**src/rtl/l2m_pkg.sv**
```systemverilog
package l2m_pkg;
   localparam int unsigned OFS_STATUS = 'h08;
   localparam int unsigned OFS_CMD    = 'h10;
   localparam int unsigned OFS_PAGE   = 'h14;
   localparam int unsigned OFS_MAXRD  = 'h18;
   localparam int unsigned OFS_ENABLE = 'h1C;
   localparam int unsigned OFS_SRC0   = 'h20;
   localparam int unsigned OFS_VAL0   = 'h24;
   localparam int unsigned OFS_SRC1   = 'h28;
   localparam int unsigned OFS_VAL1   = 'h2C;
   localparam int unsigned WINDOW     = 'h30;

   localparam int unsigned CLR_ALL_CODE = 'h01;

   localparam int unsigned ST_CMD_BUSY  = 0;
   localparam int unsigned ST_DATA_BUSY = 1;
   localparam int unsigned EN_ACCESS    = 0;
   localparam int unsigned EN_RALLOC    = 1;

   typedef enum logic {
      KIND_ALL  = 1'b0,
      KIND_PAGE = 1'b1
   } cmd_kind_e;
endpackage

```
**src/rtl/l2m_cmd_ctrl.sv**
```systemverilog
module l2m_cmd_ctrl
   import l2m_pkg::*;
#(
   parameter int DATA_W = 32
) (
   input  logic              clk,
   input  logic              rst_n,
   input  logic              wr_all,
   input  logic              wr_page,
   input  logic [DATA_W-1:0] page_addr,
   input  logic              done,
   output logic              req,
   output cmd_kind_e         kind,
   output logic [DATA_W-1:0] operand,
   output logic              busy
);
   logic accept;
   assign accept = !busy && (wr_all || wr_page);

   always_ff @(posedge clk) begin
      if (!rst_n) begin
         req     <= 1'b0;
         busy    <= 1'b0;
         kind    <= KIND_ALL;
         operand <= '0;
      end else begin
         req <= accept;
         if (accept) begin
            busy    <= 1'b1;
            kind    <= wr_page ? KIND_PAGE : KIND_ALL;
            operand <= wr_page ? page_addr : '0;
         end else if (busy && done) begin
            busy <= 1'b0;
         end
      end
   end
endmodule

```
**src/rtl/l2m_evt_counter.sv**
```systemverilog
module l2m_evt_counter #(
   parameter int SRC_W   = 8,
   parameter int EVT_NUM = 8,
   parameter int CNT_W   = 32
) (
   input  logic               clk,
   input  logic               rst_n,
   input  logic               src_wr,
   input  logic [SRC_W-1:0]   src_wdata,
   input  logic [EVT_NUM-1:0] evt,
   output logic [SRC_W-1:0]   src,
   output logic [CNT_W-1:0]   val
);
   logic hit;

   always_comb begin
      hit = 1'b0;
      for (int i = 0; i < EVT_NUM; i++) begin
         if (src == SRC_W'(i + 1)) hit = evt[i];
      end
   end

   always_ff @(posedge clk) begin
      if (!rst_n) begin
         src <= '0;
         val <= '0;
      end else if (src_wr) begin
         src <= src_wdata;
         val <= '0;
      end else if (hit && (val != '1)) begin
         val <= val + 1'b1;
      end
   end
endmodule

```
**src/rtl/l2_maint_regs.sv**
```systemverilog
module l2_maint_regs
   import l2m_pkg::*;
#(
   parameter int          ADDR_W   = 6,
   parameter int          DATA_W   = 32,
   parameter int          MR_W     = 8,
   parameter int unsigned MR_RESET = 'h1C,
   parameter int          SRC_W    = 8,
   parameter int          EVT_NUM  = 8,
   parameter int          CNT_W    = 32
) (
   input  logic               clk,
   input  logic               rst_n,
   input  logic [ADDR_W-1:0]  bus_addr,
   input  logic               bus_wr,
   input  logic [DATA_W-1:0]  bus_wdata,
   output logic [DATA_W-1:0]  bus_rdata,
   input  logic               cache_done,
   input  logic               data_busy_in,
   input  logic [EVT_NUM-1:0] evt_in,
   output logic               cmd_req,
   output logic               cmd_kind,
   output logic [DATA_W-1:0]  cmd_operand,
   output logic               cache_access_en,
   output logic               read_alloc_en,
   output logic [MR_W-1:0]    max_reads
);
   localparam int NUM_CNT = 2;

   if (ADDR_W < 6) begin : g_bad_addr
      $error("ADDR_W too small for the register window");
   end
   if (CNT_W > DATA_W || SRC_W > DATA_W || MR_W > DATA_W) begin : g_bad_width
      $error("register field wider than the data bus");
   end
   if (EVT_NUM >= (1 << SRC_W)) begin : g_bad_evt
      $error("selector too narrow for the event count");
   end

   function automatic logic at(input logic [ADDR_W-1:0] a, input int unsigned ofs);
      return a == ADDR_W'(ofs);
   endfunction

   logic                        cmd_busy;
   cmd_kind_e                   kind_q;
   logic [1:0]                  en_q;
   logic [MR_W-1:0]             mr_q;
   logic [NUM_CNT-1:0]          src_wr;
   logic [NUM_CNT-1:0][SRC_W-1:0] cnt_src;
   logic [NUM_CNT-1:0][CNT_W-1:0] cnt_val;

   l2m_cmd_ctrl #(.DATA_W(DATA_W)) u_cmd (
      .clk       (clk),
      .rst_n     (rst_n),
      .wr_all    (bus_wr && at(bus_addr, OFS_CMD) && (bus_wdata == DATA_W'(CLR_ALL_CODE))),
      .wr_page   (bus_wr && at(bus_addr, OFS_PAGE)),
      .page_addr (bus_wdata),
      .done      (cache_done),
      .req       (cmd_req),
      .kind      (kind_q),
      .operand   (cmd_operand),
      .busy      (cmd_busy)
   );
   assign cmd_kind = kind_q;

   assign src_wr[0] = bus_wr && at(bus_addr, OFS_SRC0);
   assign src_wr[1] = bus_wr && at(bus_addr, OFS_SRC1);

   for (genvar k = 0; k < NUM_CNT; k++) begin : g_cnt
      l2m_evt_counter #(.SRC_W(SRC_W), .EVT_NUM(EVT_NUM), .CNT_W(CNT_W)) u_cnt (
         .clk       (clk),
         .rst_n     (rst_n),
         .src_wr    (src_wr[k]),
         .src_wdata (bus_wdata[SRC_W-1:0]),
         .evt       (evt_in),
         .src       (cnt_src[k]),
         .val       (cnt_val[k])
      );
   end

   always_ff @(posedge clk) begin
      if (!rst_n) begin
         en_q <= '0;
         mr_q <= MR_W'(MR_RESET);
      end else if (bus_wr) begin
         if (at(bus_addr, OFS_ENABLE)) en_q <= bus_wdata[1:0];
         if (at(bus_addr, OFS_MAXRD))  mr_q <= bus_wdata[MR_W-1:0];
      end
   end

   assign cache_access_en = en_q[EN_ACCESS];
   assign read_alloc_en   = en_q[EN_RALLOC];
   assign max_reads       = mr_q;

   always_comb begin
      bus_rdata = '0;
      if (at(bus_addr, OFS_STATUS)) begin
         bus_rdata[ST_CMD_BUSY]  = cmd_busy;
         bus_rdata[ST_DATA_BUSY] = data_busy_in;
      end
      if (at(bus_addr, OFS_MAXRD))  bus_rdata = DATA_W'(mr_q);
      if (at(bus_addr, OFS_ENABLE)) bus_rdata = DATA_W'(en_q);
      if (at(bus_addr, OFS_SRC0))   bus_rdata = DATA_W'(cnt_src[0]);
      if (at(bus_addr, OFS_VAL0))   bus_rdata = DATA_W'(cnt_val[0]);
      if (at(bus_addr, OFS_SRC1))   bus_rdata = DATA_W'(cnt_src[1]);
      if (at(bus_addr, OFS_VAL1))   bus_rdata = DATA_W'(cnt_val[1]);
   end
endmodule

```
**config.mk**
```make
export PLATFORM = sky130hd
export DESIGN_NAME = l2_maint_regs
export DESIGN_NICKNAME = d
export VERILOG_FILES = /design/src/rtl/l2m_pkg.sv /design/src/rtl/l2m_cmd_ctrl.sv /design/src/rtl/l2m_evt_counter.sv /design/src/rtl/l2_maint_regs.sv
export SDC_FILE = /design/constraint.sdc
export NUM_CORES = 1
export LEC_CHECK = 0
export BUFFER_PORTS_ARGS = -buffer_cell sky130_fd_sc_hd__buf_2
export CELL_PAD_IN_SITES_DETAIL_PLACEMENT = 1
export CELL_PAD_IN_SITES_GLOBAL_PLACEMENT = 2
export CORE_MARGIN = 2
export CORE_UTILIZATION = 30
export CTS_CLUSTER_SIZE = 10
export DETAILED_ROUTE_END_ITERATION = 7
export PLACE_DENSITY = 0.78
export SETUP_SLACK_MARGIN = 0.05
export SLEW_MARGIN = 20
export SYNTH_ARGS = -nofsm -noshare
export SYNTH_HDL_FRONTEND = slang
export SYNTH_SLANG_ARGS = --single-unit
export TNS_END_PERCENT = 50
```
**constraint.sdc**
```tcl
create_clock -name clk -period 2.47 [get_ports clk]
set_input_delay 0.1235 -clock clk [delete_from_list [all_inputs] [get_ports clk]]
set_output_delay 0.1235 -clock clk [all_outputs]
set_load 0.005 [all_outputs]
```
==> results by group <==
Yosys
  • Register area share after synthesis: 0.404
  • Yosys cell types: 61
  • Synth Area per Inst: 8.67 um2
  • Top cells by count, synth: 125 x dfxtp_1, 64 x nor2_1, 60 x nand2_1, 54 x a22o_1
  • Top cell type's share of synthesized area: 0.404
  • Top FF cell, synth: dfxtp_1
  • Synth top area cells: dfxtp_1 40%, a22o_1 7.6%, nor2_1 3.9%
  • Synthesis Warnings: 0
  • Async S/R FF share, synth: 0
  • Area leader, netlist: dfxtp_1
  • Post-synth EDFFs: 0
  • Mapped Nets: 768
  • Most common cell in the netlist: dfxtp_1
  • Cell area after synthesis: 6200 um2
  • Syn Inst Count: 715
  • #FFs+latches synth: 125

Placement
  • Dpl hpwl: 15800 um
  • Buffers on Ports: 126
  • Placed Cells incl. Taps: 1110
  • GPL Wtd Cong: 0.767

Timing
  • Fin. Hold Viols: 0
  • Slew @ Worst Pin: 889 ps
  • # setup viols final: 0
  • Hold Slack: 12.2 ps
  • Clock Skew: 11.2 ps
  • Final max-slew violation count: 0
  • Final Critical Period: 2280 ps
  • Slew margin rel.: 0.408
  • Final period util: 0.921
  • RSZ-0062 raised after global routing: true
  • Setup TNS: 0 ps
  • Max Freq: 439 MHz

Setup path
  • Worst EP arrival: 2650 ps
  • Setup CP Type: reg -> reg
  • Slowest CP cell: or4_1
  • Crit-path max cell delay: 600 ps
  • Max FO, Critical Path: 6
  • CP Launch Type: flop
  • CP Capture Type: flop
  • WP data required: 2840 ps
  • Crit-path cells: ha_1, nand2_1, or4_1, nor2_2, nand4_1, or4_1, nand2_1

CTS
  • CTS tree: done
  • Post-CTS Setup Bufs: 0
  • CTS Buf Count: 17
  • CTS clk-pin slew, worst paths: 60 ps
  • Deepest clock path buffer count: 2
  • H-tree levels: 4
  • Later-pin clock latency in the skew report: 430 ps
  • Num Clock Sinks: 125
  • Clk Tree Root Cell: clkbuf_16

Power and ir drop
  • Leakage: 3.23 nW
  • Design Power: 0.00486 W
  • Pwr Density: 595 nW/um2
  • Max IR drop VDD: 0.000379 V

Die
  • Rows: 52
  • Die height: 148 um
  • Die W: 148 um
  • Starting density of the core: 0.306
  • Die footprint: 21800 um2
  • Number of I/O pins: 127
  • Core area: 20200 um2

Outcome
  • Status: complete, no violations

Min path
  • Hold Crit Class: in -> reg

Route
  • Number of antenna-violating nets in the routed design: 0
  • Routed len/inst: 18.8 um
  • Vias per inst: 5.40
  • Routed WL: 21900 um
  • 1st-iter DRT viols: 286
  • DR vias: 6317
  • DRC viols: 0
  • Drt first pass iters: 5

Finish
  • # nets final: 939
  • Core Util, Final: 0.404
  • Area growth from synthesis to layout: 31.8%
  • Fill cells: 2391
  • Multi-input gate area: 3470 um2
  • Ratio of cells with drive above 1 in the final layout: 0.257
  • Ant. Diodes: 0
  • Reg area: 2500 um2
  • Fin cells: 1169

GRT
  • Number of global-route vias before repair: 6608
  • GRT Total Usage: 0.206
  • Largest net degree at the start of global routing: 64
  • Initial antenna violation count: 0
  • Overflow after GRT: 0
  • First-pass GRT wire length: 35600 um

Job
  • Max-Cap Viols: 0
-- metrics by stage --
stage	setup WS [ps]	area, um2
floorplan	470	6200
global placement	86.0	7290
detailed placement	96.9	7290
CTS	66.8	8160
global route	2.26	8170
finish	195	8170
-- routing by layer --
metal | global-route usage | vias up | part of all wire
li1 | - | 3064 | -
met1 | 0.253 | 3061 | 0.44
met2 | 0.360 | 168 | 0.49
met3 | 0.0531 | 24 | 0.057
met4 | 0.0510 | 0 | 0.011
met5 | 0 | - | 0
-- where the power goes --
| part | switching, W | internal, W | total [W] |
|---|---|---|---|
| Clock | 0.00107 | 0.00155 | 0.00262 |
| Sequential | 0.00000403 | 0.00202 | 0.00202 |
| Combinational | 0.000126 | 0.0000915 | 0.000217 |
| Total | 0.00120 | 0.00366 | 0.00486 |
-- registers in the layout, indices dropped and copies added, names as in the netlist --
signal,flops
u_cmd.operand,32
u_cmd.busy,1
max_reads,8
u_cmd.req,1
g_cnt.u_cnt.val,64
g_cnt.u_cnt.src,16
u_cmd.kind,1
en_q,2
-- cell type report --
class	count	area share
Clock inverter	14	0.0202
Multi-Input combinational cell	540	0.425
Clock buffer	18	0.0537
Tap cell	270	0.0413
Timing Repair Buffer	195	0.150
Sequential cell	125	0.306
Inverter	7	0.00321
-- placed cells by master, fill, tap and decap left out, drive strengths merged, types with 5 or more instances in the layout --
master and count:
nor2 66, o21ai 27, or3 22, or4 20, nand4 31, o31ai 11, a22oi 5, buf 168
a21oi 45, and2 7, and4 6, and3 6, a222oi 6, dfxtp 125, clkbuf 18, nand3 45
a22o 54, xnor2 18, mux2i 19, nand2 61, nor3 18, a31oi 5, dlygate4sd3 27, inv 18
nor4 21
-- what timing repair did --
action / in CTS / in global routing
hold endpoints to repair: 29 / 0
resized for setup: 0 / 2
setup endpoints to repair: 0 / 10
hold buffers: 27 / 0
-- cell families after synthesis --
| group | after synthesis | synth area share |
|---|---|---|
| AO/OA/AOI/OAI | 173 | 0.196 |
| flip-flops | 125 | 0.404 |
| multiplexers | 22 | 0.0385 |
| adder cells (fa/ha/maj) | 2 | 0.00403 |
| AND/OR/NAND/NOR | 323 | 0.289 |
| XOR/XNOR | 20 | 0.0282 |
| buffers and inverters | 50 | 0.0410 |
-- worst paths after layout --
path / from / to / slack (ps) / depth (start not counted)
hold / removal: bus_wdata[2] / u_cmd.operand[2] / 10 / 2
setup reg to reg: g_cnt[1].u_cnt.val[0] / g_cnt[1].u_cnt.val[30] / 190 / 7
setup / recovery: g_cnt[1].u_cnt.val[0] / g_cnt[1].u_cnt.val[30] / 190 / 7
hold reg to reg: u_cmd.operand[0] / u_cmd.operand[0] / 470 / 1
-- worst max-delay path: cells and delay by family, from the launching register on --
kind                       cells  cell delay, ps
DFF                            1             450
adders and majority gates      1             240
and+or+nand+nor                6            1540
(Power assumes the default switching activity.)
